**src/rtl/fpsys_pkg.sv**
```systemverilog
package fpsys_pkg;
   // selector codes decoded by the integer core's move operations
   localparam logic [3:0] SEL_IDENT  = 4'd0;
   localparam logic [3:0] SEL_STATUS = 4'd1;
   localparam logic [3:0] SEL_FEAT1  = 4'd6;
   localparam logic [3:0] SEL_FEAT0  = 4'd7;
   localparam logic [3:0] SEL_EXCEPT = 4'd8;
   localparam logic [3:0] SEL_INST1  = 4'd9;
   localparam logic [3:0] SEL_INST2  = 4'd10;
   localparam logic [3:0] DEST_FLAGS = 4'd15;

   localparam int NUM_SLOTS = 4;
   typedef enum logic [1:0] {
      SLOT_STATUS = 2'd0,
      SLOT_EXCEPT = 2'd1,
      SLOT_INST1  = 2'd2,
      SLOT_INST2  = 2'd3
   } slot_e;
endpackage

```
**src/rtl/fpsys_access_gate.sv**
```systemverilog
module fpsys_access_gate
   import fpsys_pkg::*;
#(
   parameter int         SEL_W       = 4,
   parameter logic [3:0] COND_ALWAYS = 4'hE
) (
   input  logic                 req_valid,
   input  logic                 req_write,
   input  logic [SEL_W-1:0]     req_sel,
   input  logic [3:0]           req_dest,
   input  logic [3:0]           req_cond,
   input  logic                 cond_pass,
   input  logic                 priv_mode,
   output logic [NUM_SLOTS-1:0] wr_en,
   output logic                 rd_hit,
   output logic                 flag_hit
);
   logic   exec;
   logic   open;
   logic   writable;
   logic   to_flags;
   slot_e  slot;

   generate
      if (SEL_W != 4) begin : g_bad_sel
         $error("fpsys_access_gate: SEL_W must be 4");
      end
   endgenerate

   assign exec = req_valid && ((req_cond == COND_ALWAYS) || cond_pass);

   always_comb begin
      open     = 1'b0;
      writable = 1'b0;
      slot     = SLOT_STATUS;
      unique case (req_sel)
         SEL_STATUS: begin open = 1'b1; writable = 1'b1; end
         SEL_IDENT, SEL_FEAT0, SEL_FEAT1: open = 1'b1;
         SEL_EXCEPT: begin open = priv_mode; writable = 1'b1; slot = SLOT_EXCEPT; end
         SEL_INST1:  begin open = priv_mode; writable = 1'b1; slot = SLOT_INST1;  end
         SEL_INST2:  begin open = priv_mode; writable = 1'b1; slot = SLOT_INST2;  end
         default: ;
      endcase
   end

   assign to_flags = (req_sel == SEL_STATUS) && (req_dest == DEST_FLAGS);

   always_comb begin
      wr_en = '0;
      if (exec && req_write && open && writable) wr_en[slot] = 1'b1;
   end

   assign rd_hit   = exec && !req_write && open && !to_flags;
   assign flag_hit = exec && !req_write && to_flags;
endmodule

```
**src/rtl/fpsys_slot_regs.sv**
```systemverilog
module fpsys_slot_regs
   import fpsys_pkg::*;
#(
   parameter int              DATA_W    = 32,
   parameter logic [DATA_W-1:0] INST1_RST = 32'hEE000A00,
   parameter logic [DATA_W-1:0] INST2_RST = '0
) (
   input  logic                    clk,
   input  logic                    rst_n,
   input  logic [NUM_SLOTS-1:0]    wr_en,
   input  logic [DATA_W-1:0]       wdata,
   output logic [DATA_W-1:0]       q [NUM_SLOTS]
);
   function automatic logic [DATA_W-1:0] rst_of(int k);
      if (k == int'(SLOT_INST1)) return INST1_RST;
      if (k == int'(SLOT_INST2)) return INST2_RST;
      return '0;
   endfunction

   generate
      for (genvar k = 0; k < NUM_SLOTS; k++) begin : g_slot
         localparam logic [DATA_W-1:0] RST_V = rst_of(k);
         always_ff @(posedge clk or negedge rst_n) begin
            if (!rst_n)        q[k] <= RST_V;
            else if (wr_en[k]) q[k] <= wdata;
         end

         // a slot changes only on its own enabled write
         p_hold_unwritten_r7: assert property (@(posedge clk) disable iff (!rst_n)
            !wr_en[k] |=> $stable(q[k]));
      end
   endgenerate
endmodule

```
**src/rtl/fpsys_regbank.sv**
```systemverilog
module fpsys_regbank
   import fpsys_pkg::*;
#(
   parameter int          DATA_W      = 32,
   parameter int          SEL_W       = 4,
   parameter logic [3:0]  COND_ALWAYS = 4'hE,
   parameter logic [31:0] ID_VALUE    = 32'h4D0F_0A21,
   parameter logic [31:0] FEAT0_VALUE = 32'h1111_1111,
   parameter logic [31:0] FEAT1_VALUE = 32'h0000_0000,
   parameter logic [31:0] INST1_RST   = 32'hEE00_0A00,
   parameter logic [31:0] INST2_RST   = 32'h0000_0000
) (
   input  logic              clk,
   input  logic              rst_n,
   input  logic              req_valid,
   input  logic              req_write,
   input  logic [SEL_W-1:0]  req_sel,
   input  logic [3:0]        req_dest,
   input  logic [DATA_W-1:0] req_wdata,
   input  logic [3:0]        req_cond,
   input  logic              cond_pass,
   input  logic              priv_mode,
   output logic              rd_valid,
   output logic [DATA_W-1:0] rd_data,
   output logic [3:0]        rd_dest,
   output logic              flag_valid,
   output logic [3:0]        flag_nzcv
);
   localparam int FLAG_LSB = DATA_W - 4;

   generate
      if (DATA_W != 32) begin : g_bad_width
         $error("fpsys_regbank: DATA_W must be 32");
      end
   endgenerate

   logic [NUM_SLOTS-1:0] wr_en;
   logic                 rd_hit;
   logic                 flag_hit;
   logic [DATA_W-1:0]    slot_q [NUM_SLOTS];
   logic [DATA_W-1:0]    rd_mux;

   fpsys_access_gate #(.SEL_W(SEL_W), .COND_ALWAYS(COND_ALWAYS)) i_gate (
      .req_valid (req_valid),
      .req_write (req_write),
      .req_sel   (req_sel),
      .req_dest  (req_dest),
      .req_cond  (req_cond),
      .cond_pass (cond_pass),
      .priv_mode (priv_mode),
      .wr_en     (wr_en),
      .rd_hit    (rd_hit),
      .flag_hit  (flag_hit)
   );

   fpsys_slot_regs #(.DATA_W(DATA_W), .INST1_RST(INST1_RST), .INST2_RST(INST2_RST)) i_slots (
      .clk   (clk),
      .rst_n (rst_n),
      .wr_en (wr_en),
      .wdata (req_wdata),
      .q     (slot_q)
   );

   always_comb begin
      case (req_sel)
         SEL_IDENT:  rd_mux = ID_VALUE;
         SEL_STATUS: rd_mux = slot_q[SLOT_STATUS];
         SEL_FEAT1:  rd_mux = FEAT1_VALUE;
         SEL_FEAT0:  rd_mux = FEAT0_VALUE;
         SEL_EXCEPT: rd_mux = slot_q[SLOT_EXCEPT];
         SEL_INST1:  rd_mux = slot_q[SLOT_INST1];
         SEL_INST2:  rd_mux = slot_q[SLOT_INST2];
         default:    rd_mux = '0;
      endcase
   end

   always_ff @(posedge clk or negedge rst_n) begin
      if (!rst_n) begin
         rd_valid   <= 1'b0;
         rd_data    <= '0;
         rd_dest    <= '0;
         flag_valid <= 1'b0;
         flag_nzcv  <= '0;
      end else begin
         rd_valid   <= rd_hit;
         rd_data    <= rd_hit ? rd_mux : '0;
         rd_dest    <= rd_hit ? req_dest : '0;
         flag_valid <= flag_hit;
         flag_nzcv  <= flag_hit ? slot_q[SLOT_STATUS][FLAG_LSB +: 4] : 4'h0;
      end
   end

   // unprivileged access to the guarded selectors gives no response
   p_unpriv_silent_r3: assert property (@(posedge clk) disable iff (!rst_n)
      (req_valid && !priv_mode && (req_sel >= SEL_EXCEPT) && (req_sel <= SEL_INST2))
      |=> (!rd_valid && !flag_valid));

   // failed condition gives no response
   p_cond_fail_r6: assert property (@(posedge clk) disable iff (!rst_n)
      (req_valid && (req_cond != COND_ALWAYS) && !cond_pass) |=> (!rd_valid && !flag_valid));

   // status read to destination 15 becomes a flag transfer
   p_flag_route_r4: assert property (@(posedge clk) disable iff (!rst_n)
      (req_valid && !req_write && (req_cond == COND_ALWAYS) &&
       (req_sel == SEL_STATUS) && (req_dest == DEST_FLAGS)) |=> (flag_valid && !rd_valid));

   // no request, no response
   p_idle_quiet_r8: assert property (@(posedge clk) disable iff (!rst_n)
      !req_valid |=> (!rd_valid && !flag_valid && rd_data == '0));

   // a write never produces read data
   p_write_quiet_r8: assert property (@(posedge clk) disable iff (!rst_n)
      (req_valid && req_write) |=> (!rd_valid && !flag_valid));
endmodule

```
**config.mk**
```make
export PLATFORM = sky130hd
export DESIGN_NAME = fpsys_regbank
export DESIGN_NICKNAME = d
export VERILOG_FILES = /design/src/rtl/fpsys_pkg.sv /design/src/rtl/fpsys_access_gate.sv /design/src/rtl/fpsys_slot_regs.sv /design/src/rtl/fpsys_regbank.sv
export SDC_FILE = /design/constraint.sdc
export NUM_CORES = 1
export LEC_CHECK = 0
export ABC_AREA = 1
export BUFFER_PORTS_ARGS = -buffer_cell sky130_fd_sc_hd__buf_2
export CORE_ASPECT_RATIO = 1.25
export CORE_MARGIN = 2
export CORE_UTILIZATION = 45
export DETAILED_ROUTE_END_ITERATION = 10
export SLEW_MARGIN = 20
export SYNTH_ARGS = -nofsm -noshare
export SYNTH_HDL_FRONTEND = slang
export SYNTH_SLANG_ARGS = --single-unit
```
**constraint.sdc**
```tcl
create_clock -name clk -period 1.04 [get_ports clk]
set_input_delay 0.104 -clock clk [delete_from_list [all_inputs] [get_ports clk]]
set_output_delay 0.104 -clock clk [all_outputs]
set_load 0.02 [all_outputs]
```
==> flow_summary_export.csv, run 1 <==
group,metric,value,unit
outcome,run_status,"complete, but fails checks",
outcome,failed_checks,"setup timing",
detailed_routing,detail_route.drc_violations,0,
detailed_routing,postRouteAntennaNets,0,
detailed_routing,initialDrtViolationCount,506,
setup_path,cp-start-kind,"flip-flop",
setup_path,crit_cells,1,
timing,timing.setup.tns,-0.130,ns
setup_path,worst-path-max-fanout,1,
clock_network,htreeDepth,4,
setup_path,path_buf_inv,1,
floorplanning,die_x,121,microns
setup_path,worst_ep_arrival_time,0.98,ns
timing,period_needed,1.09,ns
power,p_leak,5.55,nW
clock_network,cts-root-buf,"clkbuf_16",
detailed_routing,drt_first_pass_iters,7,
floorplanning,core_region_area,0.0167,sq mm
timing,fin_hold_viols,0,
finish,post_layout_nonfiller_instances,1327,
setup_path,crit-reg2reg-capture,"rd_data[18]$_DFF_PN0_",
floorplanning,die_area,0.0181,sq mm
timing,min_period_over_period,1.05,
detailed_routing,via_density_per_instance,5.28,
clock_network,cts_tree,"done",
timing,grt_setup_unrepaired,"true",
timing,tightestPinTransition,0.291,ns
yosys,netlist.area_leader.share,0.530,
setup_path,r2r_start,"i_slots.q[114]$_DFFE_PN0P_",
global_route,global_route_wire_length_before_repair,34300,microns
timing,hold_ws,0.0466,ns
setup_path,slowest_delay,0.41,ns
detailed_routing,wl,22800,microns
clock_network,max-clock-path-buffers,2,
detailed_routing,routed_wire_length_per_instance,17.2,microns
placement,place_congestion,0.830,
timing,fin_worst_skew,0.00697,ns
yosys,synth_cells,942,
setup_path,critical_path.cell_chain,"buf_6",
floorplanning,rows,53,
placement,port_buffers,91,
timing,setup_viol,10,
finish,area_growth,38.1,%
setup_path,cell_depth_of_the_worst_flop_to_flop_path,4,
timing,worst_slew_margin_rel,0.806,
yosys,synthesis.nets,992,
setup_path,setup.worst_path.end_class,"primary output",
setup_path,cp_top_family,"flip-flops",
finish,drive_above_1_share,0.238,
finish,post-route-cell-area,0.0106,sq mm
power,maximum_resistive_drop_on_vdd,1.14,mV
yosys,synthesis.area,0.00765,sq mm
placement,detailed_place_hpwl,12800,microns
global_route,maximum_number_of_pins_on_one_net_before_global_route_repair,56,
min_path,min-delay-path-class,"primary input to async pin",
clock_network,insertion_delay,0.43,ns
placement,placedInstanceArea,0.00881,sq mm
setup_path,worstPathRequired,0.94,ns
finish,final_core_utilization,0.632,
setup_path,reg2reg_setup_slack,0.13,ns
floorplanning,io-pin-count,92,
floorplanning,die_y,150,microns
timing,max_freq,920,MHz
global_route,grt_usage,0.244,
yosys,synth.yosys.seq_area_share,0.557,
power,powerDensity,1380,mW/mm^2
detailed_routing,routed-via-count,7009,
global_route,first_global_vias,6489,
placement,placedCellCount,1244,
yosys,synthesized_area_per_cell,8.12,sq um
job,maxCapViolCount,0,
finish,finish.net_count,1144,
global_route,grt.overflow.total,0,
floorplanning,initial_core_util,0.458,
yosys,synth_top_area_cell,"dfrtp_1",
setup_path,cpMaxStageDelayCell,"dfrtp_1",
yosys,yosys_register_bits,170,
clock_network,clk_pin_slew,0.06,ns
clock_network,tritoncts.num_buffers,17,
yosys,post_synth_num_cell_types,16,
timing,finalWorstSetupSlack,-0.0468,ns
setup_path,timing_worst_setup_path_type,"flip-flop to primary output",
yosys,synth.area.top_cells,"dfrtp_1 53%, nand2_1 21%, nand4_1 11%",
global_route,grt_antenna_before_repair,0,
timing,final_slew_viol_count,0,
finish,antenna_cells_inserted,0,
yosys,yosysWarningCount,0,
clock_network,numClockSinks,170,
layer usage:
metal | routed length [microns] | track usage | up-vias
li1 | - | - | 3382
met1 | 9900 | 0.346 | 3368
met2 | 11200 | 0.381 | 233
met3 | 1330 | 0.0412 | 26
met4 | 375 | 0.0860 | 0
met5 | 0 | 0 | -
what timing repair did:
item / in CTS / in global routing
endpoints found under the hold margin: 293 / 0
hold buffers: 37 / 0
buffers inserted: 0 / 2
setup endpoints to repair: 42 / 158
gates cloned: 0 / 12
pin swaps: 0 / 2
resized for setup: 84 / 92
cell usage after synthesis:
master / instances
dfrtp_1: 162
nand4_1: 130
nor3_1: 3
nand3_1: 26
dfstp_2: 8
a21oi_1: 1
clkbuf_1: 11
and2_1: 2
o21ai_0: 3
nand2_2: 1
nor2_4: 1
buf_2: 44
nor2_1: 78
inv_1: 20
nand2_1: 438
buf_4: 14
how the worst max path moves through the flow:
| stage | from | to | slack, ns |
|---|---|---|---|
| after global routing | req_sel[3] | i_slots.q[5]$_DFFE_PN0P_ | -0.08 |
| final | rd_data[18]$_DFF_PN0_ | rd_data[18] | -0.05 |
| after global placement | req_sel[3] | i_slots.q[20]$_DFFE_PN0P_ | -0.41 |
| after CTS | rd_data[18]$_DFF_PN0_ | rd_data[18] | -0.07 |
| after floorplan | req_sel[3] | i_slots.q[65]$_DFFE_PN0P_ | -0.07 |
| after detailed placement | req_sel[3] | i_slots.q[17]$_DFFE_PN0P_ | -0.42 |
area by class of cell:
| cell class | instances | area [sq um] |
|---|---|---|
| inverters | 20 | 82.6 |
| fillers | 1521 | 6140 |
| well taps | 220 | 275 |
| flip-flops and latches | 170 | 4260 |
| repair buffers | 201 | 2190 |
| clock inverters | 7 | 66.3 |
| clock buffers | 25 | 485 |
| multi-input cells | 684 | 3200 |
through the flow:
stage	setup WS (ns)	power, mW
5_1_grt	-0.0795	15.1
4_1_cts	-0.0663	14.5
3_3_place_gp	-0.407	8.39
2_1_floorplan	-0.0652	7.75
3_5_place_dp	-0.421	8.40
6_report	-0.0468	14.6
logic make-up (layout without fill, tap and decap cells):
family / Yosys count / after routing / share of synthesized area
buffers and inverters: 89 / 253 / 0.0577
AO/OA/AOI/OAI: 4 / 4 / 0.00262
AND/OR/NAND/NOR: 679 / 680 / 0.382
flip-flops: 170 / 170 / 0.557
cell usage in the layout, fill, tap and decap left out, drive strengths merged:
cell type and instances:
nand4 130, nand3 26, nor2 79, buf 156
dlygate4sd3 37, and2 2, o21ai 3, bufinv 1
a21oi 1, clkinvlp 1, dfrtp 162, nand2 440
clkbuf 33, inv 20, dfstp 8, nor3 3
clkinv 5
sequential cells by signal (all words and copies together) (netlist names):
name        flops
i_slots.q     128
rd_data        32
flag_nzcv       4
rd_dest         4
flag_valid      1
rd_valid        1
power by group:
part / internal [mW] / total [mW] / switching, mW
Combinational: 0.588 / 1.46 / 0.873
Clock: 3.47 / 6.02 / 2.54
Sequential: 6.92 / 7.10 / 0.183
No activity file was read; power rests on OpenSTA's default activity.
==> inputs of run 2 (changes only) <==
--- a/config.mk
+++ b/config.mk
@@ -8,9 +8,9 @@
 export ABC_AREA = 1
 export BUFFER_PORTS_ARGS = -buffer_cell sky130_fd_sc_hd__buf_2
 export CORE_ASPECT_RATIO = 1.25
-export CORE_MARGIN = 2
 export CORE_UTILIZATION = 45
 export DETAILED_ROUTE_END_ITERATION = 10
+export PLACE_DENSITY = 0.72
 export SLEW_MARGIN = 20
 export SYNTH_ARGS = -nofsm -noshare
 export SYNTH_HDL_FRONTEND = slang
==> run 2 against run 1 <==
The run still ends with setup timing left; cell area rose by 1.1%; sequential power about the same; die area shrank 3.0%; sequential share of layout area down 0.44 points; final cell count is 0.15% higher; critical path depth did not move; power grew 3.1%; combinational power grew 4%; setup slack gained 0.0070 ns; via count rose by 5.5%; largest cell class unchanged; largest power group unchanged; highest routed layer unchanged.
==> flow_summary_export.csv, run 2 (synthesis results as in run 1) <==
group,metric,value,unit
min_path,min-delay-path-class,"primary input to async pin",
power,p_leak,5.61,nW
finish,number_of_flip_flops_in_the_largest_register,128,
floorplanning,initial_core_util,0.467,
detailed_routing,initialDrtViolationCount,572,
finish,drive_above_1_share,0.243,
outcome,failed_checks,"setup timing",
finish,final_core_utilization,0.652,
detailed_routing,routed_wire_length_per_instance,17.7,microns
timing,tightestPinTransition,0.370,ns
timing,timing.setup.tns,-0.196,ns
global_route,grt_antenna_before_repair,0,
finish,layout_common_cells,"394 x nand2_1, 162 x dfrtp_1, 130 x nand4_1",
job,maxCapViolCount,0,
global_route,maximum_number_of_pins_on_one_net_before_global_route_repair,61,
setup_path,timing_worst_setup_path_type,"flip-flop to primary output",
clock_network,clk_pin_slew,0.07,ns
floorplanning,io-pin-count,92,
timing,fin_hold_viols,0,
timing,hold_ws,0.149,ns
global_route,grt.overflow.total,0,
setup_path,cp_top_family,"flip-flops",
power,report.power.total,15.0,mW
finish,antenna_cells_inserted,0,
detailed_routing,detail_route.drc_violations,0,
clock_network,cts_tree,"done",
timing,max_freq,926,MHz
global_route,global_route_wire_length_before_repair,34600,microns
floorplanning,core_region_area,0.0164,sq mm
timing,fin_worst_skew,0.00787,ns
placement,place_congestion,0.800,
floorplanning,die_y,148,microns
detailed_routing,via_density_per_instance,5.57,
clock_network,htreeDepth,4,
clock_network,numClockSinks,170,
global_route,first_global_vias,6739,
finish,biggest_register,"i_slots.q",
placement,detailed_place_hpwl,12500,microns
placement,port_buffers,91,
setup_path,cpMaxStageDelayCell,"dfrtp_1",
power,powerDensity,1410,mW/mm^2
detailed_routing,drt_first_pass_iters,5,
setup_path,setup.worst_path.end_class,"primary output",
placement,placedInstanceArea,0.00879,sq mm
finish,final_common_cell,"nand2_1",
timing,worst_slew_margin_rel,0.753,
setup_path,path_buf_inv,1,
setup_path,worst-path-max-fanout,1,
global_route,grt_usage,0.250,
detailed_routing,postRouteAntennaNets,0,
floorplanning,rows,52,
finish,post-route-cell-area,0.0107,sq mm
detailed_routing,routed-via-count,7397,
finish,finish.net_count,1150,
setup_path,slowest_delay,0.41,ns
finish,area_growth,39.6,%
setup_path,critical_path.cell_chain,"buf_6",
floorplanning,die_area,0.0175,sq mm
setup_path,cp-start-kind,"flip-flop",
clock_network,cts-root-buf,"clkbuf_16",
timing,finalWorstSetupSlack,-0.0398,ns
detailed_routing,wl,23500,microns
timing,final_slew_viol_count,0,
setup_path,worstPathRequired,0.94,ns
clock_network,tritoncts.num_buffers,17,
outcome,run_status,"complete, but fails checks",
power,maximum_resistive_drop_on_vdd,0.871,mV
clock_network,max-clock-path-buffers,2,
clock_network,insertion_delay,0.42,ns
timing,grt_setup_unrepaired,"true",
floorplanning,die_x,119,microns
timing,period_needed,1.08,ns
finish,reg_top3,"i_slots.q (128), rd_data (32)",
timing,min_period_over_period,1.04,
timing,setup_viol,14,
setup_path,worst_ep_arrival_time,0.98,ns
-- run 2: changes by cell type in the layout (fill, tap and decap cells not counted), moves of 2 or more --
| cell | before | now |
|---|---|---|
| buf_6 | 50 | 53 |
| buf_8 | 3 | 5 |
| clkbuf_1 | 5 | 0 |
| clkbuf_16 | 25 | 27 |
| inv_6 | 1 | 5 |
| nand2_1 | 390 | 394 |
| nand2_2 | 43 | 37 |
| nand3_2 | 1 | 3 |
| nand3_4 | 4 | 2 |
| nor3_2 | 3 | 0 |
| nor3_4 | 0 | 3 |
-- run 2: metal layers --
metal | up-vias | track usage | routed length [microns] | share of wire
met3 | 53 | 0.0432 | 1800 | 0.077
met5 | - | 0 | 0 | 0
met2 | 378 | 0.408 | 11500 | 0.49
li1 | 3394 | - | - | -
met4 | 0 | 0.0842 | 618 | 0.026
met1 | 3572 | 0.339 | 9600 | 0.41
-- run 2: area by class of cell --
class,instances,area (sq um)
clock buffers,19,453
clock inverters,13,140
fillers,1279,5710
inverters,20,82.6
multi-input cells,683,3200
flip-flops and latches,170,4260
well taps,216,270
repair buffers,208,2270
-- run 2: report_power, final --
group / switching [mW] / total [mW] / internal, mW / leakage [nW]
combinational: 0.921 / 1.52 / 0.603 / 2.99
sequential: 0.176 / 7.09 / 6.91 / 2.32
clock: 2.73 / 6.42 / 3.69 / 0.294
-- run 2: worst paths after layout --
| path | from | end | slack [ns] | cells past startpoint |
|---|---|---|---|---|
| max | rd_data[18]$_DFF_PN0_ | rd_data[18] | -0.04 | 1 |
| min | rst_n | i_slots.q[54]$_DFFE_PN0P_ | 0.15 | 2 |
| max reg2reg | i_slots.q[23]$_DFFE_PN0P_ | rd_data[23]$_DFF_PN0_ | 0.10 | 4 |
| min reg2reg | i_slots.q[59]$_DFFE_PN1P_ | i_slots.q[59]$_DFFE_PN1P_ | 0.46 | 2 |
| max in group asynchronous | rst_n | i_slots.q[57]$_DFFE_PN1P_ | 0.32 | 3 |
| min in group clk | req_write | rd_data[0]$_DFF_PN0_ | 0.16 | 5 |
-- run 2: per-stage QoR --
step,cells,worst slack [ns]
2_1_floorplan,942,-0.0652
3_3_place_gp,1244,-0.374
3_5_place_dp,1244,-0.427
4_1_cts,1313,-0.0464
5_1_grt,1329,-0.0733
6_report,1329,-0.0398
-- run 2: repair_timing --
action / CTS / global route
resized for setup: 74 / 106
setup endpoints to repair: 37 / 189
endpoints found under the hold margin: 295 / 0
pin swaps: 0 / 9
hold buffers: 37 / 0
gates cloned: 0 / 11
buffers inserted: 0 / 6
==> inputs of run 3 (changes only) <==
--- a/config.mk
+++ b/config.mk
@@ -11,6 +11,7 @@
 export CORE_UTILIZATION = 45
 export DETAILED_ROUTE_END_ITERATION = 10
 export PLACE_DENSITY = 0.72
+export RECOVER_POWER = 50
 export SLEW_MARGIN = 20
 export SYNTH_ARGS = -nofsm -noshare
 export SYNTH_HDL_FRONTEND = slang
==> run 3 against run 2 <==
Largest power group unchanged; flip-flop and latch count is the same; worst hold slack gained 0.0079 ns; via count shrank 0.22%; non-clock buffer count is the same; global-route usage is the same; power shrank 0.14%; clock skew shrank 0.00058 ns; clock power is essentially flat; the run still ends with setup timing left.
==> flow_summary_export.csv, run 3 (synthesis results as in run 1) <==
group,metric,value,unit
setup_path,cp-start-kind,"flip-flop",
global_route,maximum_number_of_pins_on_one_net_before_global_route_repair,61,
timing,tightestPinTransition,0.475,ns
timing,period_needed,1.08,ns
floorplanning,die_area,0.0175,sq mm
finish,final_common_cell,"nand2_1",
setup_path,slowest_delay,0.41,ns
finish,antenna_cells_inserted,0,
finish,area_growth,39.0,%
setup_path,worst-path-max-fanout,1,
setup_path,cell_depth_of_the_worst_flop_to_flop_path,4,
finish,finish.net_count,1150,
setup_path,path_buf_inv,1,
placement,place_congestion,0.800,
timing,finalWorstSetupSlack,-0.0401,ns
timing,fin_hold_viols,0,
detailed_routing,wl,23500,microns
finish,biggest_register,"i_slots.q",
clock_network,htreeDepth,4,
clock_network,insertion_delay,0.42,ns
global_route,global_route.usage.met1,0.339,
floorplanning,die_x,119,microns
timing,setup_viol,15,
timing,worst_slew_margin_rel,0.683,
detailed_routing,via_density_per_instance,5.55,
finish,reg_top3,"i_slots.q (128), rd_data (32)",
floorplanning,core_region_area,0.0164,sq mm
detailed_routing,routed_wire_length_per_instance,17.7,microns
floorplanning,die_y,148,microns
floorplanning,rows,52,
setup_path,worstPathRequired,0.94,ns
detailed_routing,postRouteAntennaNets,0,
finish,number_of_flip_flops_in_the_largest_register,128,
timing,final_slew_viol_count,0,
finish,layout_common_cells,"394 x nand2_1, 162 x dfrtp_1, 130 x nand4_1",
clock_network,cts_tree,"done",
setup_path,setup.worst_path.end_class,"primary output",
outcome,run_status,"complete, but fails checks",
detailed_routing,drt_first_pass_iters,5,
global_route,first_global_vias,6739,
placement,detailed_place_hpwl,12500,microns
setup_path,timing_worst_setup_path_type,"flip-flop to primary output",
timing,fin_worst_skew,0.00729,ns
clock_network,cts-root-buf,"clkbuf_16",
placement,placedCellCount,1244,
global_route,grt.overflow.total,0,
power,report.power.total,15.0,mW
min_path,min_path_cells,5,
global_route,groute.layer.met3.usage,0.0432,
power,maximum_resistive_drop_on_vdd,0.868,mV
clock_network,tritoncts.num_buffers,17,
min_path,min-delay-path-class,"primary input to flip-flop",
clock_network,clk_pin_slew,0.06,ns
clock_network,max-clock-path-buffers,2,
finish,drive_above_1_share,0.243,
setup_path,critical_path.cell_chain,"buf_6",
finish,post_layout_nonfiller_instances,1329,
power,powerDensity,1410,mW/mm^2
detailed_routing,initialDrtViolationCount,609,
finish,layout.filler_cells,1286,
setup_path,cp_top_family,"flip-flops",
global_route,grt_usage,0.250,
global_route,global_route_wire_length_before_repair,34600,microns
timing,min_period_over_period,1.04,
timing,grt_setup_unrepaired,"true",
detailed_routing,routed-via-count,7381,
floorplanning,initial_core_util,0.467,
power,p_leak,5.59,nW
global_route,grt-busiest-layer,"met2",
setup_path,cpMaxStageDelayCell,"dfrtp_1",
setup_path,worst_ep_arrival_time,0.98,ns
placement,port_buffers,91,
floorplanning,io-pin-count,92,
setup_path,crit_cells,1,
detailed_routing,detail_route.drc_violations,0,
clock_network,numClockSinks,170,
global_route,grt_antenna_before_repair,0,
job,maxCapViolCount,0,
global_route,met2_usage,0.408,
timing,max_freq,926,MHz
outcome,failed_checks,"setup timing",
-- run 3: cell types whose count changed in the layout (fill, tap and decap cells not counted), sizes merged --
cell,previous run,this run
buf,161,160
clkbuf,29,30
-- run 3: power breakdown --
group | switching (mW) | internal (mW) | leakage [nW]
sequential | 0.177 | 6.91 | 2.32
clock | 2.73 | 3.69 | 0.294
combinational | 0.916 | 0.582 | 2.98
total | 3.83 | 11.2 | 5.59
-- run 3: path summary, 6_finish.rpt --
check,from,endpoint,slack [ns]
hold reg to reg,i_slots.q[59]$_DFFE_PN1P_,i_slots.q[59]$_DFFE_PN1P_,0.46
min in group asynchronous,rst_n,i_slots.q[86]$_DFFE_PN0P_,0.20
setup reg to reg,i_slots.q[23]$_DFFE_PN0P_,rd_data[23]$_DFF_PN0_,0.10
max in group asynchronous,rst_n,i_slots.q[57]$_DFFE_PN1P_,0.13
setup / recovery,rd_data[18]$_DFF_PN0_,rd_data[18],-0.04
hold / removal,req_write,rd_data[0]$_DFF_PN0_,0.16
-- run 3: per-stage QoR --
step	worst slack [ns]	instance area [sq um]	utilization	TNS (ns)	hold slack, ns
floorplan	-0.0652	7730	-	-8.04	-0.192
global placement	-0.374	8790	0.536	-54.81	0.0248
detailed placement	-0.427	8790	0.536	-62.16	0.0277
CTS	-0.0464	9980	0.609	-0.326	0.145
global route	-0.0733	10600	0.649	-4.57	0.176
finish	-0.0401	10600	0.649	-0.202	0.156
-- run 3: worst min-delay path: stages --
cell and delay [ns]:
buf_2 0.10, nor2_1 0.06, nand2_2 0.12, buf_4 0.12, nor2_1 0.03
-- run 3: repair_timing --
| item | 4_1_cts | 5_1_grt |
|---|---|---|
| pin swaps | 0 | 9 |
| setup buffers | 0 | 6 |
| endpoints found under the hold margin | 295 | 0 |
| hold buffers | 37 | 0 |
| gates cloned | 0 | 11 |
| endpoints found under the setup margin | 37 | 189 |
| gates resized for setup | 74 | 106 |
-- run 3: routing by layer --
layer	wire [microns]	part of all wire
met5	0	0
met3	1810	0.077
met4	536	0.023
met1	9470	0.40
met2	11700	0.50
-- run 3: area by class of cell --
type / count / area [sq um] / share of cell area
sequential: 170 / 4260 / 0.401
multi-input combinational: 683 / 3200 / 0.301
timing repair buffer: 208 / 2230 / 0.209
clock buffer: 19 / 453 / 0.0426
tap: 216 / 270 / 0.0254
clock inverter: 13 / 140 / 0.0132
inverter: 20 / 82.6 / 0.00776
